$ cat config.mk
export PLATFORM = sky130hd
export DESIGN_NAME = blkmem_responder
export DESIGN_NICKNAME = d
export VERILOG_FILES = /design/src/rtl/blkmem_pkg.sv /design/src/rtl/blkmem_amo_alu.sv /design/src/rtl/blkmem_store.sv /design/src/rtl/blkmem_responder.sv
export SDC_FILE = /design/constraint.sdc
export NUM_CORES = 2
export LEC_CHECK = 0
export BUFFER_PORTS_ARGS = -buffer_cell sky130_fd_sc_hd__buf_2
export CORE_MARGIN = 3
export CORE_UTILIZATION = 40
export CTS_CLUSTER_SIZE = 20
export DETAILED_ROUTE_END_ITERATION = 12
export HOLD_SLACK_MARGIN = 0.1
export PLACE_DENSITY_LB_ADDON = 0.12
export SYNTH_ARGS = -nofsm -noshare
export SYNTH_HDL_FRONTEND = slang
export SYNTH_SLANG_ARGS = --single-unit
$ cat constraint.sdc
create_clock -name clk -period 20.7 [get_ports clk]
set_input_delay 2.07 -clock clk [delete_from_list [all_inputs] [get_ports clk]]
set_output_delay 2.07 -clock clk [all_outputs]
set_load 0.05 [all_outputs]
$ cat src/rtl/blkmem_pkg.sv
package blkmem_pkg;

    typedef enum logic [2:0] {
        REQ_GET      = 3'b000,
        REQ_GET_BLK  = 3'b001,
        REQ_PUT      = 3'b010,
        REQ_PUT_BLK  = 3'b011,
        REQ_AMO      = 3'b100,
        REQ_PREFETCH = 3'b101
    } req_kind_e;

    typedef enum logic [2:0] {
        RSP_WB_ACK  = 3'b000,
        RSP_PF_ACK  = 3'b001,
        RSP_PUT_ACK = 3'b011,
        RSP_BEAT    = 3'b100,
        RSP_BLOCK   = 3'b101
    } rsp_kind_e;

    typedef enum logic [1:0] {
        PH_IDLE  = 2'd0,
        PH_PUTB  = 2'd1,
        PH_RESP  = 2'd2,
        PH_WAIT  = 2'd3
    } phase_e;

    typedef enum logic [2:0] {
        AMO_SWAP = 3'd0,
        AMO_ADD  = 3'd1,
        AMO_XOR  = 3'd2,
        AMO_AND  = 3'd3,
        AMO_MIN  = 3'd4,
        AMO_MAX  = 3'd5,
        AMO_MINU = 3'd6,
        AMO_MAXU = 3'd7
    } amo_op_e;

endpackage

$ cat src/rtl/blkmem_amo_alu.sv
// Sub-word atomic datapath: isolates the operand lanes of the prior beat and
// of the request data, combines them, and returns lane-aligned data plus a
// byte-enable covering exactly the operand bytes.
module blkmem_amo_alu
    import blkmem_pkg::*;
#(
    parameter int DATA_W = 64
) (
    input  logic [DATA_W-1:0]             old_beat,
    input  logic [DATA_W-1:0]             opnd_beat,
    input  logic [2:0]                    op,
    input  logic [1:0]                    size,
    input  logic [$clog2(DATA_W/8)-1:0]   off,
    output logic [DATA_W-1:0]             wdata,
    output logic [DATA_W/8-1:0]           wmask
);
    localparam int LANES = DATA_W / 8;
    localparam int OFF_W = $clog2(LANES);
    localparam int SH_W  = OFF_W + 3;

    logic [SH_W-1:0]   sh;
    logic [DATA_W-1:0] szmask, sbit, a, b, res;
    logic              lt_s, lt_u;

    always_comb begin
        sh = {off, 3'b000};
        case (size)
            2'd0:    szmask = DATA_W'(64'h0000_0000_0000_00FF);
            2'd1:    szmask = DATA_W'(64'h0000_0000_0000_FFFF);
            2'd2:    szmask = DATA_W'(64'h0000_0000_FFFF_FFFF);
            default: szmask = '1;
        endcase
        sbit = szmask ^ (szmask >> 1);
        a    = (old_beat  >> sh) & szmask;
        b    = (opnd_beat >> sh) & szmask;
        lt_u = a < b;
        lt_s = (a ^ sbit) < (b ^ sbit);
        case (op)
            AMO_SWAP: res = b;
            AMO_ADD:  res = a + b;
            AMO_XOR:  res = a ^ b;
            AMO_AND:  res = a & b;
            AMO_MIN:  res = lt_s ? a : b;
            AMO_MAX:  res = lt_s ? b : a;
            AMO_MINU: res = lt_u ? a : b;
            default:  res = lt_u ? b : a;
        endcase
        wdata = (res & szmask) << sh;
        wmask = ((LANES'(1) << (1 << size)) - LANES'(1)) << off;
    end

endmodule

$ cat src/rtl/blkmem_store.sv
// Beat-wide storage with one byte-masked write port and one combinational
// read port, cleared by reset.
module blkmem_store #(
    parameter int WORDS  = 32,
    parameter int DATA_W = 64
) (
    input  logic                       clk,
    input  logic                       rst_n,
    input  logic                       we,
    input  logic [$clog2(WORDS)-1:0]   waddr,
    input  logic [DATA_W-1:0]          wdata,
    input  logic [DATA_W/8-1:0]        wmask,
    input  logic [$clog2(WORDS)-1:0]   raddr,
    output logic [DATA_W-1:0]          rdata
);
    localparam int LANES = DATA_W / 8;

    logic [DATA_W-1:0] mem_q [WORDS];

    always_ff @(posedge clk) begin
        if (!rst_n) begin
            for (int w = 0; w < WORDS; w++) mem_q[w] <= '0;
        end else if (we) begin
            for (int l = 0; l < LANES; l++) begin
                if (wmask[l]) mem_q[waddr][8*l +: 8] <= wdata[8*l +: 8];
            end
        end
    end

    assign rdata = mem_q[raddr];

endmodule

$ cat src/rtl/blkmem_responder.sv
// Request/response sequencer: one transaction in flight, typed responses,
// block streaming and completion-tag gating.
module blkmem_responder
    import blkmem_pkg::*;
#(
    parameter int BLOCKS = 8,
    parameter int BEATS  = 4,
    parameter int DATA_W = 64,
    parameter int XID_W  = 4,
    parameter int MID_W  = 2
) (
    input  logic                       clk,
    input  logic                       rst_n,
    input  logic                       req_valid,
    output logic                       req_ready,
    input  logic [2:0]                 req_kind,
    input  logic [XID_W-1:0]           req_txid,
    input  logic [$clog2(BLOCKS)-1:0]  req_block,
    input  logic [$clog2(BEATS)-1:0]   req_beat,
    input  logic [DATA_W-1:0]          req_wdata,
    input  logic [DATA_W/8:0]          req_aux,
    output logic                       rsp_valid,
    input  logic                       rsp_ready,
    output logic [2:0]                 rsp_kind,
    output logic [XID_W-1:0]           rsp_txid,
    output logic [MID_W-1:0]           rsp_mtag,
    output logic [$clog2(BEATS)-1:0]   rsp_beat,
    output logic [DATA_W-1:0]          rsp_rdata,
    input  logic                       cmp_valid,
    output logic                       cmp_ready,
    input  logic [MID_W-1:0]           cmp_mtag
);
    localparam int LANES  = DATA_W / 8;
    localparam int OFF_W  = $clog2(LANES);
    localparam int BLK_W  = $clog2(BLOCKS);
    localparam int BEAT_W = $clog2(BEATS);
    localparam int WORDS  = BLOCKS * BEATS;
    localparam int ADDR_W = BLK_W + BEAT_W;
    localparam logic [BEAT_W-1:0] LAST_BEAT = BEAT_W'(BEATS - 1);

    typedef struct packed {
        phase_e              phase;
        logic [XID_W-1:0]    txid;
        logic [BLK_W-1:0]    blk;
        logic [BEAT_W-1:0]   beat;
        logic [BEAT_W-1:0]   cnt;
        rsp_kind_e           kind;
        logic [MID_W-1:0]    mtag;
        logic [DATA_W-1:0]   data;
    } ctx_t;

    ctx_t ctx_d, ctx_q;

    logic                mem_we;
    logic [ADDR_W-1:0]   mem_waddr, mem_raddr;
    logic [DATA_W-1:0]   mem_wdata, mem_rdata;
    logic [LANES-1:0]    mem_wmask;
    logic [DATA_W-1:0]   amo_wdata;
    logic [LANES-1:0]    amo_wmask;
    logic                hint_unused;

    assign hint_unused = req_aux[0];

    blkmem_store #(.WORDS(WORDS), .DATA_W(DATA_W)) u_store (
        .clk   (clk),
        .rst_n (rst_n),
        .we    (mem_we),
        .waddr (mem_waddr),
        .wdata (mem_wdata),
        .wmask (mem_wmask),
        .raddr (mem_raddr),
        .rdata (mem_rdata)
    );

    blkmem_amo_alu #(.DATA_W(DATA_W)) u_amo (
        .old_beat  (mem_rdata),
        .opnd_beat (req_wdata),
        .op        (req_aux[3:1]),
        .size      (req_aux[5:4]),
        .off       (req_aux[6 +: OFF_W]),
        .wdata     (amo_wdata),
        .wmask     (amo_wmask)
    );

    always_comb begin
        ctx_d     = ctx_q;
        mem_we    = 1'b0;
        mem_waddr = {req_block, req_beat};
        mem_wdata = req_wdata;
        mem_wmask = req_aux[LANES:1];
        mem_raddr = (ctx_q.phase == PH_RESP) ? {ctx_q.blk, ctx_q.cnt}
                                             : {req_block, req_beat};
        req_ready = (ctx_q.phase == PH_IDLE) || (ctx_q.phase == PH_PUTB);
        cmp_ready = (ctx_q.phase == PH_WAIT);
        rsp_valid = (ctx_q.phase == PH_RESP);

        case (ctx_q.phase)
            PH_IDLE: begin
                if (req_valid) begin
                    ctx_d.txid  = req_txid;
                    ctx_d.blk   = req_block;
                    ctx_d.beat  = req_beat;
                    ctx_d.cnt   = '0;
                    ctx_d.data  = '0;
                    ctx_d.phase = PH_RESP;
                    case (req_kind)
                        REQ_GET: begin
                            ctx_d.kind = RSP_BEAT;
                            ctx_d.data = mem_rdata;
                        end
                        REQ_GET_BLK: ctx_d.kind = RSP_BLOCK;
                        REQ_PUT: begin
                            mem_we     = 1'b1;
                            ctx_d.kind = RSP_PUT_ACK;
                        end
                        REQ_PUT_BLK: begin
                            mem_we      = 1'b1;
                            mem_waddr   = {req_block, {BEAT_W{1'b0}}};
                            ctx_d.cnt   = BEAT_W'(1);
                            ctx_d.kind  = RSP_PUT_ACK;
                            ctx_d.phase = PH_PUTB;
                        end
                        REQ_AMO: begin
                            mem_we     = 1'b1;
                            mem_wdata  = amo_wdata;
                            mem_wmask  = amo_wmask;
                            ctx_d.kind = RSP_BEAT;
                            ctx_d.data = mem_rdata;
                        end
                        default: ctx_d.kind = RSP_PF_ACK;
                    endcase
                end
            end
            PH_PUTB: begin
                if (req_valid) begin
                    mem_we    = 1'b1;
                    mem_waddr = {ctx_q.blk, ctx_q.cnt};
                    if (ctx_q.cnt == LAST_BEAT) begin
                        ctx_d.cnt   = '0;
                        ctx_d.phase = PH_RESP;
                    end else begin
                        ctx_d.cnt = ctx_q.cnt + BEAT_W'(1);
                    end
                end
            end
            PH_RESP: begin
                if (rsp_ready) begin
                    if (ctx_q.kind == RSP_BLOCK && ctx_q.cnt != LAST_BEAT)
                        ctx_d.cnt = ctx_q.cnt + BEAT_W'(1);
                    else
                        ctx_d.phase = PH_WAIT;
                end
            end
            default: begin
                if (cmp_valid && cmp_mtag == ctx_q.mtag) begin
                    ctx_d.phase = PH_IDLE;
                    ctx_d.mtag  = ctx_q.mtag + MID_W'(1);
                end
            end
        endcase
    end

    always_ff @(posedge clk) begin
        if (!rst_n) ctx_q <= '0;
        else        ctx_q <= ctx_d;
    end

    assign rsp_kind  = ctx_q.kind;
    assign rsp_txid  = ctx_q.txid;
    assign rsp_mtag  = ctx_q.mtag;
    assign rsp_beat  = (ctx_q.kind == RSP_BLOCK) ? ctx_q.cnt
                     : (ctx_q.kind == RSP_BEAT)  ? ctx_q.beat : '0;
    assign rsp_rdata = (ctx_q.kind == RSP_BLOCK) ? mem_rdata : ctx_q.data;

endmodule

# [Word-level counts from Yosys, hierarchy flattened]
# Memories as Yosys holds them, arrays and structs flattened.
# Cells that the tools add are included.
# W data, S select, Z words.
[totals] register_bits=82 latch_bits=0 ramBits=2048 mem_bits_ro=0 n_memories=1
[mem_list] name="u_store.mem_q" depth=32 word_bits=64 read_ports=1 rd_ports_with_merged_regs=0 wr=32 line="blkmem_store.sv:18" rtl="logic [DATA_W-1:0] mem_q [WORDS];"
[op_classes] n_addsub=4 multipliers=0 div=0 magnitude_cmp=2 eq_ne=26 shifts=6 n_mux=76 bitwise=9 n_reduce_logical=18
[op_table] cell="$mux W64" count=10
[op_table] cell="$pmux W64 S7" count=1
[op_table] cell="$and A64 B64 Y64" count=4
[op_table] cell="$pmux W64 S3" count=1
[op_table] cell="$xor A64 B64 Y64" count=3
[op_table] cell="$lt A64 B64 Y1" count=2
[op_table] cell="$shr A64 B6 Y64" count=2
[op_table] cell="$add A64 B64 Y64" count=1
[op_table] cell="$reduce_or A64 Y1" count=1
[op_table] cell="$shl A64 B6 Y64" count=1
[op_table] cell="$xor A64 B63 Y64" count=1
[op_table] cell="$mux W1" count=37
[op_table] cell="$mux W8" count=4
[op_table] cell="$shl A1 B2 Y32 const A" count=1
[op_table] cell="$shl A1 B32 Y8 const A" count=1
[op_table] cell="$mux W2" count=14
[op_table] cell="$eq A3 B3 Y1 const B" count=6
[op_table] cell="$mux W16" count=1
[op_table] cell="$mux W5" count=3
[op_table] cell="$eq A3 B2 Y1 const B" count=4
[op_table] cell="$pmux W2 S3" count=2
[op_table] cell="$pmux W5 S2" count=1
[op_table] cell="$pmux W3 S3" count=1
[op_table] cell="$eq A2 B2 Y1 const B" count=4
[op_table] cell="other kinds (21)" count=35

# [Longest topological paths before layout]
# An unclocked memory read counts as a cell.
[depth] word_depth=15 ltp_mapped=44

# [Hierarchy]
# From an unflattened synthesis, not the netlist that was laid out.
[unflattened] cells_unflattened=9154 area_unflattened_um2=113533.9
[by_module_without_submodules] mod="blkmem_store" n_inst=1 cells_per_inst=6127 area_per_inst_um2=93165.6 seq_area_each_um2=61499.0
[by_module_without_submodules] mod="blkmem_amo_alu" n_inst=1 cells_per_inst=2521 area_per_inst_um2=15547.4 seq_area_each_um2=0.0
[by_module_without_submodules] mod="blkmem_responder" n_inst=1 cells_per_inst=506 area_per_inst_um2=4820.9 seq_area_each_um2=1641.6

# [Least setup slack after synthesis]
# OpenSTA, ideal clock, no wires.
[synth_timing] path_type="input to register" from="input port req_beat[0]" to="memory u_store.mem_q[12][58] (data pin)" setup_ns=0.262 t_arrival_ns=9.681 t_required_ns=20.438 slack_ns=10.758 cell_stages=38 n_path_buf=12 cell_sequence="buf_4 > mux2i_4 > buf_2 > buf_4 > buf_2 > buf_2 > buf_2 > buf_2 > buf_2 > buf_2 > mux2i_1 > mux2i_1 > mux2i_1 > mux2i_1 > mux2i_1 > nand2_1 > o21a_1 > nor2_1 > [... 2 more ...] > or4_1 > nor4_1 > nand2_1 > or3_1 > or4_1 > o2bb2ai_1 > nor4b_1 > o21ai_0 > nor3_1 > nand3_1 > nand3_1 > buf_2 > a221o_1 > a221oi_1 > nand3_1 > a222oi_1 > buf_4 > nor2_1"
[synth_lines] element="from (decl)" line="blkmem_responder.sv:19" rtl="input logic [$clog2(BEATS)-1:0] req_beat,"
[synth_lines] element="to (decl)" line="blkmem_store.sv:18"

==> impl_metrics.env <==
export IMPL_initial_utilization_pct=40.4
export IMPL_drive_gt1_share_pct=10.1
export IMPL_drt_wl_total_um=595000
export IMPL_dp_cells=15753
export IMPL_final_cell_mix="nor2_1 (2,473), edfxtp_1 (2,048), nand2_1 (1,692)"
export IMPL_top_layer_used="met5"
export IMPL_clk_latency_ns=0.96
export IMPL_drv_cap=0
export IMPL_globalplace_congestion=1.02
export IMPL_cp_max_fo=75
export IMPL_cts_root_buf="clkbuf_16"
export IMPL_timing_critical_path_mode_cell="buf_4"
export IMPL_placed_area_sq_um=124000
export IMPL_port_buffers=168
export IMPL_peakVddDrop_mv=0.0855
export IMPL_dp_hpwl_um=405000
export IMPL_fin_nets=12320
export IMPL_met3WireLength_um=65300
export IMPL_async_reset_ff_share_pct=0
export IMPL_clock_sinks=2130
export IMPL_layout_commonest_cell="nor2_1"
export IMPL_clock_skew_ns=0.0794
export IMPL_globalRouteOverflowTotal=0
export IMPL_route_vias_total=106199
export IMPL_ys_types=114
export IMPL_tightest_slew_ns=1.42
export IMPL_drt_initial_drc_count=15447
export IMPL_drtAntennaViolNets=0
export IMPL_antenna_found_initial=61
export IMPL_endpoint_kind="flop"
export IMPL_slowest_delay_ns=0.98
export IMPL_cp_arrival_ns=15.48
export IMPL_power_mw=14.7
export IMPL_min_path_type="reg2reg"
export IMPL_synthCells=12305
export IMPL_h_tree_depth=4
export IMPL_postCtsSetupRepairBufs=0
export IMPL_reg2regPathDepth=37
export IMPL_p_leak_nw=47.5
export IMPL_wl_per_cell_um=36.7
export IMPL_yosysSeqAreaShare_pct=53.5
export IMPL_finalMaxSlewViolations=0
export IMPL_drc=0
export IMPL_placementRows=198
export IMPL_grt_usage_pct=38.0
export IMPL_relSlewSlack_pct=5.22
export IMPL_synth_nets=12535
export IMPL_worst_path_max_delay_cell="mux2i_1"
export IMPL_critPathRequiredTime_ns=21.32
export IMPL_syn_cell_area_sq_um=118000
export IMPL_dieArea_sq_um=302000
export IMPL_finalNonFillerCells=16224
export IMPL_critPathLaunchType="flop"
export IMPL_finalSetupTns_ns=0
export IMPL_grt_max_degree=113
export IMPL_cts_max_path_buffers=4
export IMPL_clkTransAtPathRegs_ns=0.06
export IMPL_ys_seq_elements=2130
export IMPL_ys_warn_count=0
export IMPL_fin_crit_sh_pct=71.8
export IMPL_fp_dieW_um=549
export IMPL_grt_pass1_wl_um=806000
export IMPL_die_height_um=549
export IMPL_synth_edf_count=2048
export IMPL_cts_tree="yes"
export IMPL_cts_resized=0
export IMPL_status="finished, final reports clean"
export IMPL_cts_buffers=235
export IMPL_ctsHoldBuffers=0
export IMPL_post_drt_via_cell_ratio=6.55
export IMPL_syn2layout_area_growth_pct=11.1
export IMPL_setup_viol=0
export IMPL_critical_path_class="reg2reg"
export IMPL_fmax_mhz=67.3
export IMPL_grt_pass1_vias=97668
export IMPL_cellPowerDensity_nw_per_um2=112
export IMPL_synthFlopType="edfxtp_1"
export IMPL_firstDrtPassIters=6
export IMPL_hold_viol=0
export IMPL_wl_met1_um=232000
export IMPL_io_pins=170
export IMPL_hold_depth=2
export IMPL_wl_met2_um=258000
export IMPL_final_cell_area_sq_um=131000
export IMPL_core_sq_um=292000
export IMPL_fin_crit_ns=14.86
export IMPL_rsz0062_at_grt="no"
export IMPL_synth_avg_cell_area_sq_um=9.59
synthesized netlist by cell type, types with 79 or more instances:
master,instances,share of area [%]
buf_2,382,1.6
nand2_1,1700,5.4
and3_1,94,0.50
ha_1,137,1.5
o31ai_1,87,0.55
a311oi_1,138,1.0
o22ai_1,225,1.2
a211oi_1,127,0.81
edfxtp_1,2048,52
nor3_1,376,1.6
inv_1,178,0.57
nand3_1,362,1.5
buf_1,79,0.25
o21ai_0,620,2.6
nor2_1,2532,8.1
dfxtp_1,82,1.4
mux2i_1,448,3.8
nand2b_1,119,0.63
clkbuf_1,493,1.6
a21oi_1,460,2.0
a22oi_1,121,0.77
o211ai_1,143,0.91
nor2b_1,183,0.97
cell families (layout without fill, tap and decap cells):
logic type	Yosys count	in the layout	share of synthesized area (%)
AOI/OAI and AO/OA	2581	2581	14.7
xor gates and xnor gates	46	46	0.341
adders and majority gates	138	138	1.47
buffers and inverters	1193	1167	4.41
DFF	2130	2130	53.5
muxes	556	556	5.23
other	0	45	0
and+or+nand+nor	5661	5661	20.4
registers in the layout, summed over array words and instances, names as in the netlist:
name,count
rsp_txid,4
u_store.mem_q,2048
ctx_q,73
rsp_kind,3
rsp_mtag,2
cell type report:
class	instances	area (sq um)
inverters	184	694
diodes	45	113
well taps	3900	4880
repair buffers	557	4000
multi-input cells	8982	51100
fillers	28186	161000
clock inverters	133	1070
flip-flops and latches	2130	63100
clock buffers	293	6200
where the power goes:
group / internal [mW] / switching (mW) / total, mW / leakage [nW]
Combinational: 1.37 / 4.29 / 5.67 / 22.1
Sequential: 4.88 / 0.0690 / 4.95 / 21.8
Clock: 2.26 / 1.83 / 4.09 / 3.56
stage by stage:
stage | util (%) | setup slack [ns] | hold slack [ns]
6_report | 44.9 | 5.84 | 0.460
2_1_floorplan | - | 10.76 | 0.436
3_3_place_gp | 42.3 | 5.41 | 0.445
3_5_place_dp | 42.3 | 5.36 | 0.455
5_1_grt | 44.8 | 5.87 | 0.491
4_1_cts | 44.8 | 6.30 | 0.463
metal layers:
layer  GRT usage, %  vias up
met1           50.3    53449
met3           9.14     1360
li1               -    44258
met4           22.5       18
met2           56.6     7114
met5              0        -
final timing paths:
| check | startpoint | endpoint | slack [ns] |
|---|---|---|---|
| setup reg to reg | ctx_q[80] | u_store.mem_q[24][48] | 5.84 |
| setup / recovery | ctx_q[80] | u_store.mem_q[24][48] | 5.84 |
| hold reg to reg | ctx_q[71] | ctx_q[71] | 0.46 |
| hold / removal | ctx_q[71] | ctx_q[71] | 0.46 |
critical path, delay by kind of cell, from the launching register on:
family,cells,cell delay (ns)
AOI/OAI and AO/OA,16,5.18
muxes,4,2.26
DFF,1,0.36
and+or+nand+nor,6,1.65
adders and majority gates,2,0.97
buffers and inverters,9,3.74
No activity file was read; power rests on OpenSTA's default activity.
